### src/rtl/sm_pkg.sv
package sm_pkg;

  typedef enum logic [2:0] {
    ST_IDLE,
    ST_EXEC,
    ST_CHECK,
    ST_NORM,
    ST_DONE
  } smState_t;

  typedef struct packed {
    logic loadOps;
    logic latchOp;
    logic doExec;
    logic doFix;
    logic doNorm;
  } smStrobes_t;

endpackage

### src/rtl/sm_complementer.sv
module sm_complementer #(
  parameter int WIDTH = 8
) (
  input  logic [WIDTH-1:0] bIn,
  input  logic             invert,
  output logic [WIDTH-1:0] bOut
);
  for (genvar i = 0; i < WIDTH; i++) begin : g_bit
    assign bOut[i] = bIn[i] ^ invert;
  end
endmodule

### src/rtl/sm_datapath.sv
module sm_datapath
  import sm_pkg::*;
#(
  parameter int WIDTH = 8
) (
  input  logic             clk,
  input  logic             rstN,
  input  smStrobes_t       strobes,
  input  logic [WIDTH-1:0] aMagIn,
  input  logic             aSignIn,
  input  logic [WIDTH-1:0] bMagIn,
  input  logic             bSignIn,
  input  logic             opSub,
  output logic             magSub,
  output logic             eFlag,
  output logic [WIDTH-1:0] aMag,
  output logic             aSign,
  output logic             avf
);
  localparam int SUMW = WIDTH + 1;

  logic [WIDTH-1:0] bMag;
  logic             bSign;
  logic             opReg;
  logic [WIDTH-1:0] bOperand;
  logic [SUMW-1:0]  sumFull;
  logic [WIDTH-1:0] aNeg;

  assign magSub = aSign ^ bSign ^ opReg;

  sm_complementer #(.WIDTH(WIDTH)) u_comp (
    .bIn   (bMag),
    .invert(magSub),
    .bOut  (bOperand)
  );

  assign sumFull = {1'b0, aMag} + {1'b0, bOperand} + {{WIDTH{1'b0}}, magSub};
  assign aNeg    = ~aMag + {{(WIDTH-1){1'b0}}, 1'b1};

  always_ff @(posedge clk or negedge rstN) begin
    if (!rstN) begin
      aMag  <= '0;
      bMag  <= '0;
      aSign <= 1'b0;
      bSign <= 1'b0;
      eFlag <= 1'b0;
      avf   <= 1'b0;
      opReg <= 1'b0;
    end else begin
      if (strobes.loadOps) begin
        aMag  <= aMagIn;
        aSign <= aSignIn;
        bMag  <= bMagIn;
        bSign <= bSignIn;
      end
      if (strobes.latchOp) opReg <= opSub;
      if (strobes.doExec) begin
        {eFlag, aMag} <= sumFull;
        avf           <= magSub ? 1'b0 : sumFull[WIDTH];
      end
      if (strobes.doFix) begin
        aMag  <= aNeg;
        aSign <= ~aSign;
      end
      if (strobes.doNorm && (aMag == '0)) aSign <= 1'b0;
    end
  end
endmodule

### src/rtl/sm_control.sv
module sm_control
  import sm_pkg::*;
(
  input  logic       clk,
  input  logic       rstN,
  input  logic       load,
  input  logic       start,
  input  logic       magSub,
  input  logic       eFlag,
  output smStrobes_t strobes,
  output logic       busy,
  output logic       done
);
  smState_t state, stateNext;

  always_comb begin
    strobes   = '0;
    stateNext = state;
    case (state)
      ST_IDLE: begin
        strobes.loadOps = load;
        strobes.latchOp = start;
        if (start) stateNext = ST_EXEC;
      end
      ST_EXEC: begin
        strobes.doExec = 1'b1;
        stateNext      = ST_CHECK;
      end
      ST_CHECK: begin
        strobes.doFix = magSub & ~eFlag;
        stateNext     = ST_NORM;
      end
      ST_NORM: begin
        strobes.doNorm = 1'b1;
        stateNext      = ST_DONE;
      end
      default: stateNext = ST_IDLE;
    endcase
  end

  always_ff @(posedge clk or negedge rstN) begin
    if (!rstN) state <= ST_IDLE;
    else       state <= stateNext;
  end

  assign busy = (state != ST_IDLE);
  assign done = (state == ST_DONE);
endmodule

### src/rtl/sm_addsub_unit.sv
module sm_addsub_unit
  import sm_pkg::*;
#(
  parameter int WIDTH = 8
) (
  input  logic             clk,
  input  logic             rstN,
  input  logic             load,
  input  logic [WIDTH-1:0] aMagIn,
  input  logic             aSignIn,
  input  logic [WIDTH-1:0] bMagIn,
  input  logic             bSignIn,
  input  logic             start,
  input  logic             opSub,
  output logic [WIDTH-1:0] resMag,
  output logic             resSign,
  output logic             overflow,
  output logic             done
);
  smStrobes_t strobes;
  logic       magSub;
  logic       eFlag;
  logic       busy;

  sm_control u_ctrl (
    .clk    (clk),
    .rstN   (rstN),
    .load   (load),
    .start  (start),
    .magSub (magSub),
    .eFlag  (eFlag),
    .strobes(strobes),
    .busy   (busy),
    .done   (done)
  );

  sm_datapath #(.WIDTH(WIDTH)) u_dp (
    .clk    (clk),
    .rstN   (rstN),
    .strobes(strobes),
    .aMagIn (aMagIn),
    .aSignIn(aSignIn),
    .bMagIn (bMagIn),
    .bSignIn(bSignIn),
    .opSub  (opSub),
    .magSub (magSub),
    .eFlag  (eFlag),
    .aMag   (resMag),
    .aSign  (resSign),
    .avf    (overflow)
  );
endmodule

### config.mk
export PLATFORM = sky130hd
export DESIGN_NAME = sm_addsub_unit
export DESIGN_NICKNAME = d
export VERILOG_FILES = /design/src/rtl/sm_pkg.sv /design/src/rtl/sm_complementer.sv /design/src/rtl/sm_datapath.sv /design/src/rtl/sm_control.sv /design/src/rtl/sm_addsub_unit.sv
export SDC_FILE = /design/constraint.sdc
export NUM_CORES = 1
export LEC_CHECK = 0
export CORE_UTILIZATION = 50
export CTS_BUF_LIST = sky130_fd_sc_hd__clkbuf_2
export DETAILED_ROUTE_END_ITERATION = 16
export DONT_BUFFER_PORTS = 1
export SYNTH_ARGS = -nofsm -noshare
export SYNTH_HDL_FRONTEND = slang
export SYNTH_SLANG_ARGS = --single-unit
### constraint.sdc
create_clock -name clk -period 5.55 [get_ports clk]
set_input_delay 0.555 -clock clk [delete_from_list [all_inputs] [get_ports clk]]
set_output_delay 0.555 -clock clk [all_outputs]
set_load 0.03 [all_outputs]
After elaboration in Yosys (flattened, before gate mapping):

Cells that the tools add are included.

* register bits after elaboration: 24
* input bits: 23
* logic and storage cells: 48

* add/sub/neg operators: 3
* equality and inequality tests: 5
* muxes and demuxes: 13
* bitwise gates (word level): 14
* reductions and logical operators: 5

Operator list (count)
* $mux 8: 3
* $pmux 3 s4: 1
* $xor 1x1->1: 10
* $add 8x8->9: 1
* $add 9x1->9: 1
* $add 8x1->8 const B: 1
* $logic_not 8->1: 1
* $not 8->8: 1
* $mux 1: 7
* $eq 3x2->1 const B: 2
* $reduce_bool 3->1: 2
* $eq 3x1->1 const B: 1
* $eq 3x3->1 const B: 1
* $logic_not 3->1: 1
* $mux 3: 1
* $mux 2: 1
* $ne 2x2->1 const B: 1
* $not 1->1: 2
* $and 1x1->1: 1
* $logic_and 1x1->1: 1

Depth between registers and ports, before layout:

* depth after elaboration: 7
* gate-level depth with buffers: 10
* mapped depth without buffers: 9

Cells and area by module:

A second synthesis with hierarchy kept.

* cells, all modules: 181
* area total of the unflattened synthesis: 1760.4 um^2

By module, submodules not included
* sm_datapath: times used 1, cells each 153, area an instance 1495.2 um^2, sequential area each 525.5 um^2
* sm_control: times used 1, cells each 19, area an instance 183.9 um^2, sequential area each 75.1 um^2
* sm_complementer: times used 1, cells each 9, area an instance 81.3 um^2, sequential area each 0.0 um^2

Least setup slack after synthesis:

OpenSTA, ideal clock, no wires.

* kind: register to register
* start: register u_dp.aSign
* end: register u_dp.aMag[7]
* setup time: 0.123 ns
* arrival: 2.971 ns
* required time: 5.427 ns
* slack: 2.456 ns
* cell stages (with the launch flop): 11
* buffers on the path: 1
* clock period less this slack: 3.094 ns
* path through: dfrtp_1 > xnor3_1 > buf_2 > xnor2_1 > ha_1 > a21o_1 > a221o_1 > or4_1 > a21oi_1 > o32a_1 > nor2_2

* word-level cells in the longest chain between the ends: 7
* elaborated cells between the ends (all ways): 17
* classes of those cells: 2 x add/sub; 3 x mux; 11 x bitwise; 1 x reduce/logical

Ends and longest elaborated chain
* from (decl): line sm_datapath.sv:17 `output logic aSign,`
* from (signal assigned): line sm_datapath.sv:52 `aSign <= aSignIn;`
* from (signal assigned): line sm_datapath.sv:63 `aSign <= ~aSign;`
* $xor 1x1->1 (*) (2 in a row): line sm_datapath.sv:29 `assign magSub = aSign ^ bSign ^ opReg;`
* $xor 1x1->1: line sm_complementer.sv:9 `assign bOut[i] = bIn[i] ^ invert;`
* $add 8x8->9: line sm_datapath.sv:37 `assign sumFull = {1'b0, aMag} + {1'b0, bOperand} + {{WIDTH{1'b0}}, magSub};`
* $add 9x1->9: line sm_datapath.sv:37
* $mux 8: line sm_datapath.sv:57 `if (strobes.doExec) begin`
* $mux 8: line sm_datapath.sv:61 `if (strobes.doFix) begin`
* to (signal assigned): line sm_datapath.sv:51 `aMag <= aMagIn;`
* to (signal assigned): line sm_datapath.sv:58 `{eFlag, aMag} <= sumFull;`
* to (signal assigned): line sm_datapath.sv:62 `aMag <= aNeg;`
* to (decl): line sm_datapath.sv:16 `output logic [WIDTH-1:0] aMag,`

Every way passes the cells marked *; elsewhere a longest branch is shown, timed or not.
A chain may end at the register's enable or synchronous reset.

Final worst setup path:

Same ends and word-level chain as after synthesis.

==> qor.yml <==
status:
  status: "finished, final reports clean"
route:
  ant_nets: 0
  wl_um: 3590
  viasPerCell: 5.759
  drtPass1Iterations: 4
  num_vias: 1313
  drc_errors: 0
  post_drt_wl_per_cell_um: 15.75
  drtIter0Drc: 75
final_layout:
  finalNetCount: 218
  drive_gt1_frac: 0.05978
  diodes: 0
  final_common_cell: "nand2_1"
  final_cell_area_um2: 1685
  mostFrequentLayoutCells: "41 x nand2_1, 24 x dfrtp_1, 14 x a21oi_1"
  area.growth.synth_to_final_pct: 5.565
synthesis:
  ys_seq_elements: 24
  synth_edf_count: 0
  synth_cells: 184
  yosysSeqAreaShare: 0.3762
  synth_area_um2: 1597
  async_flop_share: 1.000
  postSynthNetCount: 217
  ys_types: 40
  yosys_most_used_dff: "dfrtp_1"
  postSynthAreaPerCell_um2: 8.677
  yosysWarnings: 0
place:
  port_buffers: 0
  place_congestion: 0.8087
  placed_area_um2: 1637
  hpwl_um: 2708
critical_path:
  r2r_cells: 9
  reg2reg_from: "u_dp.aSign"
  cp.arrival_ns: 3.64
  timing.rr.end: "u_dp.aMag[7]"
  cp.required_ns: 5.83
  startpoint_type: "flop"
  worstSetupPathType: "flop to flop"
  cp-end-kind: "flop"
  critical_path.max_fanout: 12
  reg2reg_slack_ns: 2.19
clock_network:
  cts_setup_buffers: 0
  cts.clk_slew.worst_paths_ns: 0.23
  max-clock-path-buffers: 2
  cts_tree: "yes"
  cts_buffers: 3
  htreeDepth: 1
  clock-root-buffer: "clkbuf_2"
  cts.sinks: 24
  clk_latency_ns: 0.35
sta:
  clock_skew_ns: 0.005766
  report.final.slew_viol_count: 0
  fin_crit_ns: 3.360
  final.setup.tns_ns: 0
  tightest_slew_ns: 0.8945
  slew_headroom: 0.3990
  post-route-period-util: 0.6053
  grt_setup_unrepaired: "no"
  final-setup-viol-count: 0
  fmax_mhz: 297.7
  finalHoldViolations: 0
global_routing:
  grt_pass1_vias: 1234
  gr-total-overflow: 0
  grt_max_degree: 25
  antenna_found_initial: 0
  grt_pass1_wl_um: 5920
  grt_usage: 0.2314
die:
  core_area_um2: 3053
  die_h_um: 58.51
  ios: 34
  rows: 20
  die_x_um: 58.51
  die_area_um2: 3423
  initial_core_util: 0.5230
min_path:
  worstHoldStart: "bMagIn[5]"
  whs_path_depth: 2
  min_to: "u_dp.bMag[5]"
  hold_class: "input port to flop"
flow_run:
  cap_violations: 0
==> worst max path at each step <==
stage | depth (start not counted) | startpoint | slack (ns) | end
2_1_floorplan | 10 | u_dp.aSign | 2.46 | u_dp.aMag[7]
3_3_place_gp | 9 | u_dp.aSign | 2.31 | u_dp.aMag[7]
3_5_place_dp | 9 | u_dp.aSign | 2.21 | u_dp.aMag[7]
4_1_cts | 9 | u_dp.aSign | 2.18 | u_dp.aMag[7]
5_1_grt | 9 | u_dp.aSign | 1.99 | u_dp.aMag[7]
6_report | 9 | u_dp.aSign | 2.19 | u_dp.aMag[7]
==> layout make-up <==
| type | instances | area (um2) |
|---|---|---|
| Multi-Input combinational cell | 146 | 947.2 |
| Timing Repair Buffer | 3 | 37.54 |
| Fill cell | 325 | 1368 |
| Tap cell | 44 | 55.05 |
| Clock inverter | 1 | 3.754 |
| Inverter | 7 | 26.28 |
| Clock buffer | 3 | 15.01 |
| Sequential cell | 24 | 600.6 |
==> worst max-delay path: stages, from the launching register on <==
cell	delay [ns]
dfrtp_1	0.63
xnor3_1	0.66
xnor2_1	0.23
ha_1	0.38
a21o_1	0.22
a221o_1	0.30
or4_1	0.51
a21oi_1	0.16
o32a_1	0.17
nor2_2	0.03
==> per-stage QoR <==
stage | hold slack, ns | utilization | cells | setup WS [ns]
floorplan | 0.2594 | - | 184 | 2.456
global placement | 0.2599 | 0.5361 | 222 | 2.313
detailed placement | 0.2601 | 0.5361 | 222 | 2.206
CTS | 0.2563 | 0.5520 | 228 | 2.176
global route | 0.2418 | 0.5520 | 228 | 1.987
finish | 0.2698 | 0.5520 | 228 | 2.190
==> layer usage <==
layer	share of wire	vias up	global-route usage
met5	0	-	0
met4	0.013	0	0.07143
met3	0.057	5	0.03516
met2	0.46	43	0.3678
met1	0.47	611	0.3263
li1	-	654	-
==> kinds of logic (layout without fill, tap and decap cells) <==
family	count (synthesis)	in the layout	synth area share
AOI/OAI and AO/OA	45	45	0.1865
DFF	24	24	0.3762
and+or+nand+nor	76	76	0.2273
adders and majority gates	10	10	0.08307
xor gates and xnor gates	14	14	0.08542
muxes	1	1	0.007053
buffers and inverters	14	14	0.03449
==> synthesized netlist by cell type, types with 3 or more instances <==
library cell,n,area [um2]
a21oi_1,14,70.07
clkbuf_1,5,18.77
inv_1,7,26.28
ha_1,9,112.6
o21ai_0,6,30.03
nor3_1,7,35.03
a31oi_1,5,31.28
nor2_1,9,33.78
nand2_1,41,153.9
nand3_1,3,15.01
a221o_1,3,30.03
dfrtp_1,24,600.6
xnor2_1,11,96.34
or3_1,4,25.02
a21o_1,4,30.03
==> what timing repair did <==
action | in CTS | in global routing
hold buffers | 2 | 0
endpoints found under the setup margin | 0 | 0
endpoints found under the hold margin | 24 | 0
resized for setup | 0 | 0
==> flip-flops by register name (all words and copies together), names as in the netlist <==
name,count
u_dp.aMag,8
u_dp.bMag,8
u_ctrl.state,3
u_dp.aSign,1
u_dp.avf,1
u_dp.bSign,1
u_dp.eFlag,1
u_dp.opReg,1
Power is not shown: default switching activity piles up to over one toggle a cycle in this logic, so the estimate is an artifact.
